--- config.mk ---
export PLATFORM = sky130hd
export DESIGN_NAME = i2c_tgt_shifter
export DESIGN_NICKNAME = d
export VERILOG_FILES = /design/src/rtl/i2cts_pkg.sv /design/src/rtl/i2cts_bus_edge.sv /design/src/rtl/i2cts_regs.sv /design/src/rtl/i2cts_seq.sv /design/src/rtl/i2c_tgt_shifter.sv
export SDC_FILE = /design/constraint.sdc
export NUM_CORES = 1
export LEC_CHECK = 0
export BUFFER_PORTS_ARGS = -buffer_cell sky130_fd_sc_hd__buf_2
export CORE_ASPECT_RATIO = 1.75
export CORE_MARGIN = 2
export CORE_UTILIZATION = 52
export DETAILED_ROUTE_END_ITERATION = 12
export PLACE_DENSITY = 0.8
export SYNTH_ARGS = -nofsm -noshare
export SYNTH_HDL_FRONTEND = slang
export SYNTH_HIERARCHICAL = 1
export SYNTH_SLANG_ARGS = --single-unit
--- constraint.sdc ---
create_clock -name clk -period 5.35 [get_ports clk]
set_clock_uncertainty 0.2 [all_clocks]
set_input_delay 1.07 -clock clk [delete_from_list [all_inputs] [get_ports clk]]
set_output_delay 1.07 -clock clk [all_outputs]
set_load 0.1 [all_outputs]
--- src/rtl/i2cts_pkg.sv ---
package i2cts_pkg;
  typedef enum logic [1:0] {
    PH_IDLE = 2'd0,
    PH_ADDR = 2'd1,
    PH_DATA = 2'd2,
    PH_SKIP = 2'd3
  } phase_e;
endpackage

--- src/rtl/i2cts_bus_edge.sv ---
module i2cts_bus_edge (
  input  logic clk,
  input  logic rst_n,
  input  logic scl_in,
  input  logic sda_in,
  output logic scl_rise,
  output logic scl_fall,
  output logic start_det,
  output logic stop_det
);
  logic scl_q, sda_q;
  logic scl_d, sda_d;

  always_comb begin
    scl_d = scl_in;
    sda_d = sda_in;
  end

  always_ff @(posedge clk or negedge rst_n) begin
    if (!rst_n) begin
      scl_q <= 1'b1;
      sda_q <= 1'b1;
    end else begin
      scl_q <= scl_d;
      sda_q <= sda_d;
    end
  end

  assign scl_rise  = scl_in & ~scl_q;
  assign scl_fall  = ~scl_in & scl_q;
  assign start_det = scl_in & scl_q & sda_q & ~sda_in;
  assign stop_det  = scl_in & scl_q & ~sda_q & sda_in;
endmodule

--- src/rtl/i2cts_regs.sv ---
module i2cts_regs #(
  parameter int DW = 8
) (
  input  logic          clk,
  input  logic          rst_n,
  input  logic          blk_en,
  input  logic          cpu_sel,
  input  logic          cpu_wr,
  input  logic          cpu_addr,
  input  logic [DW-1:0] cpu_wdata,
  input  logic          shift_busy,
  input  logic          shift_in,
  input  logic          shift_out,
  input  logic          sda_now,
  output logic [DW-1:0] dat_q,
  output logic [DW-1:0] own_q,
  output logic [DW-1:0] cpu_rdata,
  output logic          arm_req,
  output logic          acc_err
);
  logic [DW-1:0] dat_d, own_d;
  logic          err_d, err_q;
  logic          dat_acc, own_acc;

  assign dat_acc = cpu_sel & ~cpu_addr;
  assign own_acc = cpu_sel & cpu_addr;
  assign arm_req = dat_acc & ~shift_busy;

  always_comb begin
    dat_d = dat_q;
    if (shift_in)
      dat_d = {dat_q[DW-2:0], sda_now};
    else if (shift_out)
      dat_d = {dat_q[DW-2:0], 1'b0};
    else if (dat_acc && cpu_wr && !shift_busy)
      dat_d = cpu_wdata;
  end

  always_comb begin
    own_d = own_q;
    if (own_acc && cpu_wr && !blk_en)
      own_d = cpu_wdata;
  end

  always_comb begin
    err_d = dat_acc & shift_busy;
  end

  always_ff @(posedge clk or negedge rst_n) begin
    if (!rst_n) begin
      dat_q <= '0;
      own_q <= '0;
      err_q <= 1'b0;
    end else begin
      dat_q <= dat_d;
      own_q <= own_d;
      err_q <= err_d;
    end
  end

  assign acc_err   = err_q;
  assign cpu_rdata = cpu_addr ? (blk_en ? '0 : own_q) : dat_q;
endmodule

--- src/rtl/i2cts_seq.sv ---
module i2cts_seq
  import i2cts_pkg::*;
#(
  parameter int DW = 8
) (
  input  logic          clk,
  input  logic          rst_n,
  input  logic          blk_en,
  input  logic          scl_rise,
  input  logic          scl_fall,
  input  logic          start_det,
  input  logic          stop_det,
  input  logic          sda_now,
  input  logic          arm_req,
  input  logic [DW-1:0] dat_q,
  input  logic [DW-1:0] own_q,
  output logic          shift_in,
  output logic          shift_out,
  output logic          shift_busy,
  output logic          busy,
  output logic          byte_done,
  output logic          addressed,
  output logic          tx_mode,
  output logic          sda_pull
);
  localparam int CW = $clog2(DW + 1);
  localparam logic [CW-1:0] CNT_LAST = CW'(DW);

  phase_e        ph_q, ph_d;
  logic [CW-1:0] cnt_q, cnt_d;
  logic          ack_q, ack_d;
  logic          tx_q, tx_d;
  logic          arm_q, arm_d;
  logic          take_q, take_d;
  logic          busy_q, busy_d;
  logic          hit_q, hit_d;
  logic          nack_q, nack_d;
  logic          done_q, done_d;
  logic          fmt_free, addr_eq, in_xfer;

  assign fmt_free = own_q[0];
  assign addr_eq  = (dat_q[DW-1:1] == own_q[DW-1:1]);
  assign in_xfer  = (ph_q == PH_ADDR) || (ph_q == PH_DATA);

  always_comb begin
    ph_d = ph_q;  cnt_d = cnt_q;  ack_d = ack_q;  tx_d = tx_q;
    arm_d = arm_q;  take_d = take_q;  busy_d = busy_q;  hit_d = hit_q;
    nack_d = nack_q;  done_d = 1'b0;  shift_in = 1'b0;  shift_out = 1'b0;
    if (!blk_en || start_det || stop_det) begin
      ph_d   = (blk_en && start_det) ? PH_ADDR : PH_IDLE;
      cnt_d  = '0;  ack_d = 1'b0;  tx_d = 1'b0;  arm_d = 1'b0;
      take_d = 1'b0;  busy_d = 1'b0;  hit_d = 1'b0;  nack_d = 1'b0;
    end else begin
      if (arm_req) arm_d = 1'b1;
      if (in_xfer) begin
        if (!ack_q) begin
          if (scl_rise) begin
            if (cnt_q == '0) begin
              take_d = (ph_q == PH_ADDR) | arm_q;
              busy_d = take_d;
            end
            if (take_d && !((ph_q == PH_DATA) && tx_q)) shift_in = 1'b1;
            if (cnt_q != CNT_LAST) cnt_d = cnt_q + 1'b1;
          end else if (scl_fall) begin
            if (cnt_q == CNT_LAST) begin
              cnt_d = '0;
              if (ph_q == PH_ADDR) begin
                if (fmt_free || addr_eq) begin
                  ack_d = 1'b1;
                  hit_d = 1'b1;
                  tx_d  = ~fmt_free & dat_q[0];
                end else begin
                  ph_d   = PH_SKIP;
                  busy_d = 1'b0;
                  take_d = 1'b0;
                end
              end else begin
                ack_d = 1'b1;
              end
            end else if ((cnt_q != '0) && (ph_q == PH_DATA) && tx_q && take_q) begin
              shift_out = 1'b1;
            end
          end
        end else begin
          if (scl_rise) begin
            if ((ph_q == PH_DATA) && tx_q && take_q) nack_d = sda_now;
          end else if (scl_fall) begin
            ack_d  = 1'b0;
            busy_d = 1'b0;
            done_d = take_q;
            if ((ph_q == PH_DATA) && take_q) arm_d = 1'b0;
            take_d = 1'b0;
            nack_d = 1'b0;
            ph_d   = nack_q ? PH_SKIP : PH_DATA;
          end
        end
      end
    end
  end

  always_ff @(posedge clk or negedge rst_n) begin
    if (!rst_n) begin
      ph_q <= PH_IDLE;  cnt_q <= '0;  ack_q <= 1'b0;  tx_q <= 1'b0;
      arm_q <= 1'b0;  take_q <= 1'b0;  busy_q <= 1'b0;  hit_q <= 1'b0;
      nack_q <= 1'b0;  done_q <= 1'b0;
    end else begin
      ph_q <= ph_d;  cnt_q <= cnt_d;  ack_q <= ack_d;  tx_q <= tx_d;
      arm_q <= arm_d;  take_q <= take_d;  busy_q <= busy_d;  hit_q <= hit_d;
      nack_q <= nack_d;  done_q <= done_d;
    end
  end

  logic ack_drive, tx_drive;
  assign ack_drive = ack_q & ((ph_q == PH_ADDR) | ((ph_q == PH_DATA) & ~tx_q & take_q));
  assign tx_drive  = (ph_q == PH_DATA) & tx_q & ~ack_q &
                     ((cnt_q == '0) ? arm_q : take_q) & ~dat_q[DW-1];

  assign sda_pull   = ack_drive | tx_drive;
  assign shift_busy = busy_q | busy_d;
  assign busy       = busy_q;
  assign byte_done  = done_q;
  assign addressed  = hit_q;
  assign tx_mode    = tx_q;
endmodule

--- src/rtl/i2c_tgt_shifter.sv ---
module i2c_tgt_shifter #(
  parameter int DW = 8
) (
  input  logic          clk,
  input  logic          rst_n,
  input  logic          blk_en,
  input  logic          scl_in,
  input  logic          sda_in,
  output logic          sda_pull,
  input  logic          cpu_sel,
  input  logic          cpu_wr,
  input  logic          cpu_addr,
  input  logic [DW-1:0] cpu_wdata,
  output logic [DW-1:0] cpu_rdata,
  output logic          busy,
  output logic          byte_done,
  output logic          acc_err,
  output logic          addressed,
  output logic          tx_mode
);
  logic [1:0] rst_pipe;
  logic       rst_sync_n;

  always_ff @(posedge clk or negedge rst_n) begin
    if (!rst_n) rst_pipe <= 2'b00;
    else        rst_pipe <= {rst_pipe[0], 1'b1};
  end
  assign rst_sync_n = rst_pipe[1];

  logic scl_rise, scl_fall, start_det, stop_det;
  logic shift_in, shift_out, shift_busy, arm_req;
  logic [DW-1:0] dat_w, own_w;

  i2cts_bus_edge u_edge (
    .clk(clk), .rst_n(rst_sync_n), .scl_in(scl_in), .sda_in(sda_in),
    .scl_rise(scl_rise), .scl_fall(scl_fall),
    .start_det(start_det), .stop_det(stop_det)
  );

  i2cts_regs #(.DW(DW)) u_regs (
    .clk(clk), .rst_n(rst_sync_n), .blk_en(blk_en),
    .cpu_sel(cpu_sel), .cpu_wr(cpu_wr), .cpu_addr(cpu_addr), .cpu_wdata(cpu_wdata),
    .shift_busy(shift_busy), .shift_in(shift_in), .shift_out(shift_out),
    .sda_now(sda_in), .dat_q(dat_w), .own_q(own_w), .cpu_rdata(cpu_rdata),
    .arm_req(arm_req), .acc_err(acc_err)
  );

  i2cts_seq #(.DW(DW)) u_seq (
    .clk(clk), .rst_n(rst_sync_n), .blk_en(blk_en),
    .scl_rise(scl_rise), .scl_fall(scl_fall), .start_det(start_det), .stop_det(stop_det),
    .sda_now(sda_in), .arm_req(arm_req), .dat_q(dat_w), .own_q(own_w),
    .shift_in(shift_in), .shift_out(shift_out), .shift_busy(shift_busy),
    .busy(busy), .byte_done(byte_done), .addressed(addressed),
    .tx_mode(tx_mode), .sda_pull(sda_pull)
  );
endmodule

==> results by group, run 1 <==
Power
  • Maximum vdd drop: 253 µV
  • Leak: 1.17 nW
  • Cell Pwr Density: 302 nW/µm²

Min path
  • Hold crit path type: reg2async

STA
  • Finish-stage setup viols: 0
  • Period minus WS final: 3.57 ns
  • Final hold viol count: 0
  • Final Cycle Share: 66.8%
  • Slew Limit Fails: 0
  • FMAX: 280 MHz
  • Worst-Margin Slew: 0.767 ns
  • PnR worst setup slack: 1.78 ns
  • RSZ-0062 raised after global routing: no
  • Setup TNS Final: 0 ns
  • Rel. slew slack: 48.9%

Setup path
  • Startpoint types: flop
  • Worst-path maximum fanout: 6
  • Critical Path End Type: output pin
  • Required time of the critical path: 4.08 ns
  • Critical path class: reg2out
  • Worst Path Arrival: 2.30 ns
  • Worst r2r path cells: 9

Clock tree
  • Cts hold-fix bufs: 0
  • Clk root buf: clkbuf_8
  • Post-CTS Setup Repair Bufs: 0
  • Worst-Skew Late Latency: 0.28 ns
  • CTS Sinks: 35
  • Worst-path clk slew: 0.07 ns
  • Max clock buf depth: 2
  • CTS tree: done
  • Num CTS Buffers: 5
  • Resized Gates After CTS: 0
  • H-tree depth: 2

Logic synthesis
  • Synth warnings: 6
  • #FFs+latches synth: 35
  • Mux cell area share after synthesis: 12.6%
  • Synth Area in Compound Gates: 14.2%
  • Simple-gate share of the synthesized area: 20.5%
  • Unique masters post-synth: 50
  • Post-Synth Adder-Cell Area: 2.41%
  • Synthesized instance count: 211
  • Synth top area share: 39.8%
  • Share of the yosys chip area belonging to registers: 42.3%
  • Largest cells by area after synthesis: dfrtp_1 40%, mux2i_1 7.7%, mux2_2 4.3%
  • Mapped Nets: 231
  • Largest family of logic cells by synthesized area: simple AND/OR/NAND/NOR gates
  • Post-Synth XOR/XNOR Area: 3.38%
  • Mapped cell area: 2080 µm²
  • Cell taking the most area after synthesis: dfrtp_1
  • Syn avg cell area: 9.84 µm²

Floorplan
  • IO Pins: 30
  • Rows: 30
  • Initial Util: 53.7%
  • Die area: 4530 µm²
  • Die X: 51.8 µm
  • Die height: 87.6 µm
  • Core area: 3870 µm²

Place
  • Port bufs: 29
  • Post-DP Area: 2280 µm²
  • GP Congestion: 0.950
  • Pre-CTS setup slack: 1.64 ns
  • Detailed Place HPWL: 3.69 mm

Routing
  • Final WL: 4.88 mm
  • Iter 0 DRT Violations: 61
  • Pre-antenna DRT Iters: 4
  • DRC violations left: 0
  • DRT antenna net count: 0
  • Vias after detailed routing: 1726
  • DR WL/cell: 16.7 µm
  • Vias/cell: 5.91

Final layout
  • Final core utilization: 61.3%
  • Fraction of layout cells with a size suffix above 1: 24.2%
  • Ant. Diodes: 0
  • Net count, final: 264
  • Area delta synth->final: 14.2%
  • FF/Latch Area: 878 µm²
  • Filler instances: 340
  • Multi-input gate area: 1110 µm²
  • Final instance area: 2370 µm²

Global routing
  • Number of global-route vias before repair: 1755
  • First-pass GRT wire length: 8.35 mm
  • Largest net degree at the start of global routing: 34
  • Gr ovfl total: 0
  • Gr usage total: 25.3%
  • Antenna violations before repair: 0

Run
  • Max-cap violations: 0

Outcome
  • Status: completed
## final timing paths
kind / start / end / slack (ns)
worst max register to register: u_seq/cnt_q[0] / u_regs/dat_q[0] / 2.24
min in group clk: rst_pipe[0] / rst_pipe[1] / 0.15
max in group asynchronous: rst_n / rst_pipe[1] / 4.50
worst max-delay path: u_seq/cnt_q[0] / sda_pull / 1.78
worst min-delay path: rst_pipe[1] / u_regs/own_q[5] / 0.07
worst min register to register: rst_pipe[1] / u_regs/own_q[5] / 0.07
## through the flow
step | total power, mW | std cells | hold slack [ns]
global route | 0.754 | 292 | 0.119
detailed placement | 0.532 | 285 | 0.0842
CTS | 0.724 | 292 | 0.0895
finish | 0.717 | 292 | 0.0668
floorplan | 0.488 | 211 | 0.131
global placement | 0.528 | 285 | 0.0796
## kinds of logic (layout without fill, tap and decap cells)
family          count (synthesis)  count (layout)
simple gates                   70              70
buf+inv                        22              55
flops                          35              35
compound gates                 46              46
mux                            25              25
other cells                     1               1
fa+ha+maj                       4               4
xor+xnor                        8               8
## where the power goes
part	internal, mW	total [mW]	switching (mW)
Sequential	0.295	0.326	0.0309
Clock	0.101	0.189	0.0879
Combinational	0.0546	0.203	0.148
Total	0.450	0.717	0.267
## sequential cells by signal, indices dropped and copies added (netlist names)
| signal | flops |
|---|---|
| u_seq/cnt_q | 4 |
| u_edge/scl_q | 1 |
| u_seq/busy | 1 |
| u_seq/nack_q | 1 |
| u_edge/sda_q | 1 |
| u_seq/ack_q | 1 |
| rst_pipe | 2 |
| u_seq/arm_q | 1 |
| u_regs/own_q | 8 |
| u_seq/ph_q | 2 |
| u_seq/addressed | 1 |
| u_regs/dat_q | 8 |
| u_seq/take_q | 1 |
| u_seq/tx_mode | 1 |
| u_seq/byte_done | 1 |
| u_regs/acc_err | 1 |
## final cells by class
type	instances	share of cell area [%]
multi-input combinational	154	47.0
tap	48	2.53
timing repair buffer	33	7.39
clock buffer	6	3.48
inverter	15	2.37
clock inverter	1	0.211
sequential	35	37.0
## metal layers
layer	part of all wire, %	global-route usage [%]	wire length, µm
met5	0	0	0
met4	3.6	13.2	177
met3	4.7	3.75	230
met2	56	46.0	2740
met1	36	27.4	1730
## critical path, stage by stage, from the launching register on
cell and delay [ns]:
dfrtp_1 0.40, inv_1 0.09, ha_1 0.20, nor3b_2 0.40, a21boi_0 0.18, o41ai_2 0.29, buf_2 0.47
## synthesized netlist by cell type (all sizes together)
master,instances
nor3b,4
a2111oi,1
nand4,3
nor2b,3
o41ai,2
clkbuf,4
o311a,1
nand2,18
a22o,1
nor4,2
a21boi,2
nor3,3
and2,1
inv,15
a211oi,3
buf,3
o21ai,16
and4b,2
o21bai,2
or4,1
conb,1
ha,4
dfstp,2
xor2,7
nand3,5
nand3b,2
and3b,2
mux2,9
a211o,1
xnor2,1
or3b,1
o31ai,2
a221oi,2
and3,1
mux2i,16
a22oi,1
nor2,15
dfrtp,33
and2b,1
a31oi,3
or2,1
a21oi,9
nand2b,5
## cells in the final DEF, fill, tap and decap left out, types with 4 or more instances in the layout
| master | synthesis | routed |
|---|---|---|
| buf_4 | 2 | 4 |
| xor2_1 | 7 | 7 |
| nand2b_1 | 5 | 5 |
| mux2i_1 | 16 | 16 |
| dfrtp_1 | 33 | 33 |
| nand2_1 | 18 | 18 |
| nand3_1 | 4 | 4 |
| nor2_1 | 14 | 14 |
| o21ai_0 | 16 | 16 |
| mux2_2 | 8 | 8 |
| a21oi_1 | 9 | 9 |
| ha_1 | 4 | 4 |
| clkbuf_8 | 0 | 6 |
| buf_2 | 1 | 29 |
| inv_1 | 15 | 15 |
Power figures use the tool's default switching activity.
==> run 2: changes to the inputs <==
--- a/config.mk
+++ b/config.mk
@@ -5,12 +5,13 @@
 export SDC_FILE = /design/constraint.sdc
 export NUM_CORES = 1
 export LEC_CHECK = 0
+export ABC_AREA = 1
 export BUFFER_PORTS_ARGS = -buffer_cell sky130_fd_sc_hd__buf_2
 export CORE_ASPECT_RATIO = 1.75
 export CORE_MARGIN = 2
 export CORE_UTILIZATION = 52
 export DETAILED_ROUTE_END_ITERATION = 12
-export PLACE_DENSITY = 0.8
+export PLACE_DENSITY = 0.82
 export SYNTH_ARGS = -nofsm -noshare
 export SYNTH_HDL_FRONTEND = slang
 export SYNTH_HIERARCHICAL = 1
==> constraint.sdc (replaced) <==
create_clock -name clk -period 3 [get_ports clk]
set_clock_uncertainty 0.2 [all_clocks]
set_input_delay 0.6 -clock clk [delete_from_list [all_inputs] [get_ports clk]]
set_output_delay 0.6 -clock clk [all_outputs]
set_load 0.1 [all_outputs]
==> results by group, run 2 <==
Global routing
  • Largest net degree at the start of global routing: 34
  • Gr usage total: 26.7%
  • Number of global-route vias before repair: 2068
  • Gr ovfl total: 0
  • First-pass GRT wire length: 9.45 mm
  • Antenna violations before repair: 0

Logic synthesis
  • Mapped cell area: 2230 µm²
  • Unique masters post-synth: 36
  • Number of flops mapped to enable cells by yosys: 0
  • Post-Synth Adder-Cell Area: 2.25%
  • Synth warnings: 6
  • #FFs+latches synth: 35
  • Most common flop cell mapped by yosys: dfrtp_1
  • Post-Synth XOR/XNOR Area: 0.787%
  • Synth top area share: 37.1%
  • Top cells by count, synth: 86 x nand2_1, 52 x inv_1, 33 x dfrtp_1
  • Synth Area in Compound Gates: 13.6%
  • Cell taking the most area after synthesis: dfrtp_1
  • Synthesized instance count: 303
  • Largest family of logic cells by synthesized area: simple AND/OR/NAND/NOR gates
  • Mapped Nets: 323
  • Ys async rst share: 100%
  • Share of the yosys chip area belonging to registers: 39.4%
  • Largest cells by area after synthesis: dfrtp_1 37%, nand2_1 14%, inv_1 8.8%
  • Simple-gate share of the synthesized area: 32.9%
  • Mux cell area share after synthesis: 0%
  • Count leader, synth: nand2_1
  • Syn avg cell area: 7.35 µm²

Final layout
  • Layout Cells excl Fill: 400
  • Ant. Diodes: 0
  • Most common cell after layout, fill and taps aside: nand2_1
  • Area delta synth->final: 18.4%
  • Most frequent cells in the layout: 86 x nand2_1, 52 x inv_1, 33 x dfrtp_1
  • Largest registers: u_regs/dat_q x8, u_regs/own_q x8, u_seq/cnt_q x4
  • Fraction of layout cells with a size suffix above 1: 24.8%
  • Net count, final: 370
  • Filler instances: 386

Power
  • Maximum vdd drop: 569 µV
  • Cell Pwr Density: 658 nW/µm²
  • Tot Pwr: 1.74 mW
  • Leak: 1.45 nW

Setup path
  • Worst-path maximum fanout: 4
  • Worst Path Arrival: 2.02 ns
  • Worst r2r path cells: 17
  • Critical path's largest stage delay: 0.44 ns
  • Buffer and inverter count on the worst path: 4
  • Worst R2R Setup Slack: 0.28 ns
  • Cell Chain, Critical Path: inv_1, ha_1, nand3_1, inv_1, nor2_1, inv_1, o211ai_1, o22ai_2, buf_2
  • Required time of the critical path: 2.20 ns
  • Critical path class: reg2out
  • Worst path depth: 9
  • Critical Path Most Common Cell: inv_1
  • Reg2Reg Capture Point: u_regs/dat_q[6]
  • Max stage delay cell, worst path: buf_2
  • Critical Path End Type: output pin
  • Crit path max-delay family: buffers and inverters
  • Worst r2r src: u_edge/scl_q
  • Startpoint types: flop

Routing
  • Final WL: 5.57 mm
  • Vias/cell: 5.24
  • Iter 0 DRT Violations: 84
  • DR WL/cell: 13.9 µm
  • Pre-antenna DRT Iters: 5
  • Vias after detailed routing: 2095
  • DRT antenna net count: 0
  • DRC violations left: 0

STA
  • Setup TNS Final: 0 ns
  • FMAX: 354 MHz
  • Final hold viol count: 0
  • Period minus WS final: 2.82 ns
  • PnR worst setup slack: 0.178 ns
  • Final Cycle Share: 94.1%
  • Finish-stage setup viols: 0
  • RSZ-0062 raised after global routing: no
  • Slew Limit Fails: 0

Clock tree
  • CTS Sinks: 35
  • CTS tree: done
  • Clk root buf: clkbuf_8
  • Max clock buf depth: 2
  • Worst-Skew Late Latency: 0.30 ns
  • Num CTS Buffers: 5
  • Worst-path clk slew: 0.08 ns
  • H-tree depth: 2
  • Post-CTS Setup Repair Bufs: 0

Floorplan
  • Die X: 53.5 µm
  • IO Pins: 30
  • Core area: 4110 µm²
  • Die area: 4840 µm²
  • Die height: 90.6 µm
  • Initial Util: 54.2%
  • Rows: 31

Run
  • Max-cap violations: 0

Place
  • Port bufs: 29
  • Detailed Place HPWL: 4.33 mm
  • GP Congestion: 1.00
  • Cells after DPL: 391
  • Pre-CTS setup slack: -0.382 ns

Outcome
  • Status: completed

Min path
  • Hold crit path type: reg2async
==> run 2: cell count changes in the layout (fill, tap and decap cells not counted), moves of 5 or more <==
cell,change
buf_4,+10
inv_1,+37
mux2_2,-8
mux2i_1,-16
nand2_1,+68
nand2b_1,-5
nand3_1,+14
nor2_1,+9
o21ai_1,+7
o21ai_2,+9
xor2_1,-6
==> run 2: timing repair <==
action                                  in CTS  in global routing
cloned                                       0                  0
endpoints found under the hold margin        2                  0
endpoints found under the setup margin       8                  8
gates resized for setup                      1                  1
hold buffers                                 1                  0
==> run 2: worst max-delay path by stage <==
stage | from | to | slack (ns)
final | u_seq/cnt_q[0] | sda_pull | 0.18
after global routing | u_edge/scl_q | u_regs/dat_q[6] | 0.04
after CTS | u_seq/cnt_q[0] | sda_pull | 0.19
after detailed placement | sda_in | u_regs/dat_q[6] | -0.38
after global placement | sda_in | u_regs/dat_q[2] | -0.28
after floorplan | u_seq/tx_mode | sda_pull | 0.04
==> run 2: kinds of logic (layout without fill, tap and decap cells) <==
| group | count (synthesis) | after routing |
|---|---|---|
| simple gates | 152 | 152 |
| buf+inv | 61 | 109 |
| compound gates | 48 | 48 |
| flops | 35 | 35 |
| fa+ha+maj | 4 | 4 |
| xor+xnor | 2 | 2 |
| other cells | 1 | 1 |
==> run 2: report_power, final <==
group          internal (mW)  switching, mW  leakage (nW)
combinational          0.190          0.521         0.949
sequential             0.556         0.0836         0.448
clock                  0.210          0.175        0.0515
==> run 2: area by class of cell <==
class / instances / area, µm² / share of cell area [%]
multi-input combinational: 207 / 1120 / 42.5
sequential: 35 / 878 / 33.3
timing repair buffer: 44 / 260 / 9.87
inverter: 57 / 216 / 8.21
clock buffer: 8 / 100 / 3.80
tap: 49 / 61.3 / 2.33
==> run 2: stage by stage <==
step	cell area, µm²	utilization [%]	hold WS (ns)
3_3_place_gp	2520	61.3	0.0789
6_report	2640	64.1	0.0603
5_1_grt	2640	64.1	0.139
2_1_floorplan	2230	-	0.104
3_5_place_dp	2520	61.3	0.0833
4_1_cts	2630	64.0	0.0848
==> run 2: routing by layer <==
metal / global-route usage [%] / vias up / wire, µm
met5: 0 / - / 0
met4: 12.2 / 0 / 227
met3: 5.13 / 18 / 214
met2: 46.9 / 67 / 3120
met1: 29.0 / 970 / 2010
li1: - / 1040 / -
==> run 3: changes to the inputs <==
--- a/config.mk
+++ b/config.mk
@@ -9,9 +9,9 @@
 export BUFFER_PORTS_ARGS = -buffer_cell sky130_fd_sc_hd__buf_2
 export CORE_ASPECT_RATIO = 1.75
 export CORE_MARGIN = 2
-export CORE_UTILIZATION = 52
+export CORE_UTILIZATION = 40
 export DETAILED_ROUTE_END_ITERATION = 12
-export PLACE_DENSITY = 0.82
+export PLACE_DENSITY = 0.67
 export SYNTH_ARGS = -nofsm -noshare
 export SYNTH_HDL_FRONTEND = slang
 export SYNTH_HIERARCHICAL = 1
==> results by group, run 3 (synthesis gave the netlist of run 2 again) <==
STA
  • WHS: 0.0790 ns
  • Setup TNS Final: 0 ns
  • Final hold viol count: 0
  • FMAX: 356 MHz
  • Final Cycle Share: 93.6%
  • Period minus WS final: 2.81 ns
  • RSZ-0062 raised after global routing: no
  • Slew Limit Fails: 0
  • Finish-stage setup viols: 0

Setup path
  • Required time of the critical path: 2.20 ns
  • Worst r2r path cells: 16
  • Critical path class: reg2out
  • Worst-path maximum fanout: 4
  • Critical Path End Type: output pin
  • Startpoint types: flop
  • Worst Path Arrival: 2.01 ns

Global routing
  • Antenna violations before repair: 0
  • Gr ovfl total: 0
  • Number of global-route vias before repair: 2090
  • First-pass GRT wire length: 9.20 mm
  • Largest net degree at the start of global routing: 34
  • Gr usage total: 19.9%

Final layout
  • Most frequent cells in the layout: 86 x nand2_1, 52 x inv_1, 33 x dfrtp_1
  • Filler instances: 552
  • Ant. Diodes: 0
  • Fraction of layout cells with a size suffix above 1: 22.6%
  • Most common cell after layout, fill and taps aside: nand2_1
  • Net count, final: 360
  • Largest registers: u_regs/dat_q x8, u_regs/own_q x8, u_seq/cnt_q x4
  • Final instance area: 2610 µm²
  • Layout Cells excl Fill: 417
  • Area delta synth->final: 17.0%
  • Final core utilization: 47.8%

Floorplan
  • Initial Util: 40.9%
  • Die X: 60.4 µm
  • IO Pins: 30
  • Rows: 36
  • Die area: 6200 µm²
  • Die height: 103 µm
  • Core area: 5450 µm²

Outcome
  • Status: completed

Clock tree
  • Num CTS Buffers: 5
  • Clk root buf: clkbuf_8
  • Worst-Skew Late Latency: 0.29 ns
  • Worst-path clk slew: 0.07 ns
  • CTS Sinks: 35
  • H-tree depth: 2
  • Max clock buf depth: 2
  • CTS tree: done
  • Resized Gates After CTS: 0

Power
  • Leak: 1.41 nW
  • Maximum vdd drop: 491 µV
  • P_int: 1.00 mW
  • Cell Pwr Density: 680 nW/µm²
  • P_sw: 0.768 mW
  • Combinational Power Share: 38.6%
  • Clock power frac: 25.3%
  • Flop pwr share: 36.1%
  • Switching share of power: 43.4%

Place
  • Post-DP Area: 2480 µm²
  • GP Congestion: 0.949
  • Detailed Place HPWL: 4.17 mm
  • Cells after DPL: 408
  • Port bufs: 29

Routing
  • Iter 0 DRT Violations: 66
  • Final WL: 5.38 mm
  • DR WL/cell: 12.9 µm
  • Vias after detailed routing: 2010
  • DRC violations left: 0
  • Vias/cell: 4.82
  • Pre-antenna DRT Iters: 4
  • DRT antenna net count: 0

Min path
  • Hold crit path type: reg2async

Run
  • Max-cap violations: 0
run 3: cell types whose count changed in the layout (fill, tap and decap cells not counted), sizes merged:
cell and change:
buf -10, clkbuf -2, bufinv +1, clkinv +1
run 3: cell type report:
cell class / count / area, µm² / area share, %
Clock buffer: 6 / 82.6 / 3.17
Clock inverter: 2 / 35.0 / 1.34
Inverter: 57 / 216 / 8.31
Multi-Input combinational cell: 207 / 1110 / 42.7
Sequential cell: 35 / 878 / 33.7
Tap cell: 76 / 95.1 / 3.65
Timing Repair Buffer: 34 / 185 / 7.11
run 3: repair_timing:
action                                 4_1_cts  5_1_grt
buffers inserted                             0        0
hold buffers                                 1        0
endpoints found under the hold margin        2        0
run 3: path summary, 6_finish.rpt:
path / to / startpoint / slack [ns]
max in group asynchronous: rst_pipe[0] / rst_n / 2.09
max reg2reg: u_regs/dat_q[4] / u_edge/scl_q / 0.36
min: u_regs/own_q[2] / rst_pipe[1] / 0.08
min in group clk: rst_pipe[1] / rst_pipe[0] / 0.16
min reg2reg: u_regs/own_q[2] / rst_pipe[1] / 0.08
max: sda_pull / u_seq/cnt_q[0] / 0.19
run 3: power groups by stage:
stage          logic, mW  clock network (mW)  registers [mW]
2_1_floorplan      0.527                   0           0.660
3_3_place_gp       0.671                   0           0.647
3_5_place_dp       0.683                   0           0.648
4_1_cts            0.686               0.460           0.640
5_1_grt            0.750               0.481           0.655
6_report           0.684               0.448           0.639
run 3: routing by layer:
layer,track usage [%],routed length [µm],vias up
met5,0,0,-
met4,11.8,203,0
met3,2.89,172,15
met2,37.4,2980,54
met1,19.7,2020,921
li1,-,-,1020
run 3: per-stage QoR:
stage,worst slack (ns),power (mW)
2_1_floorplan,0.0419,1.19
3_3_place_gp,0.325,1.32
3_5_place_dp,0.275,1.33
4_1_cts,0.198,1.79
5_1_grt,0.0549,1.89
6_report,0.191,1.77
run 3: critical path: stages (launching register included):
cell and delay (ns):
dfrtp_1 0.40, inv_1 0.10, ha_1 0.19, nand3_1 0.16, inv_1 0.10, nor2_1 0.04
inv_1 0.08, o211ai_1 0.10, o22ai_2 0.09, buf_2 0.44
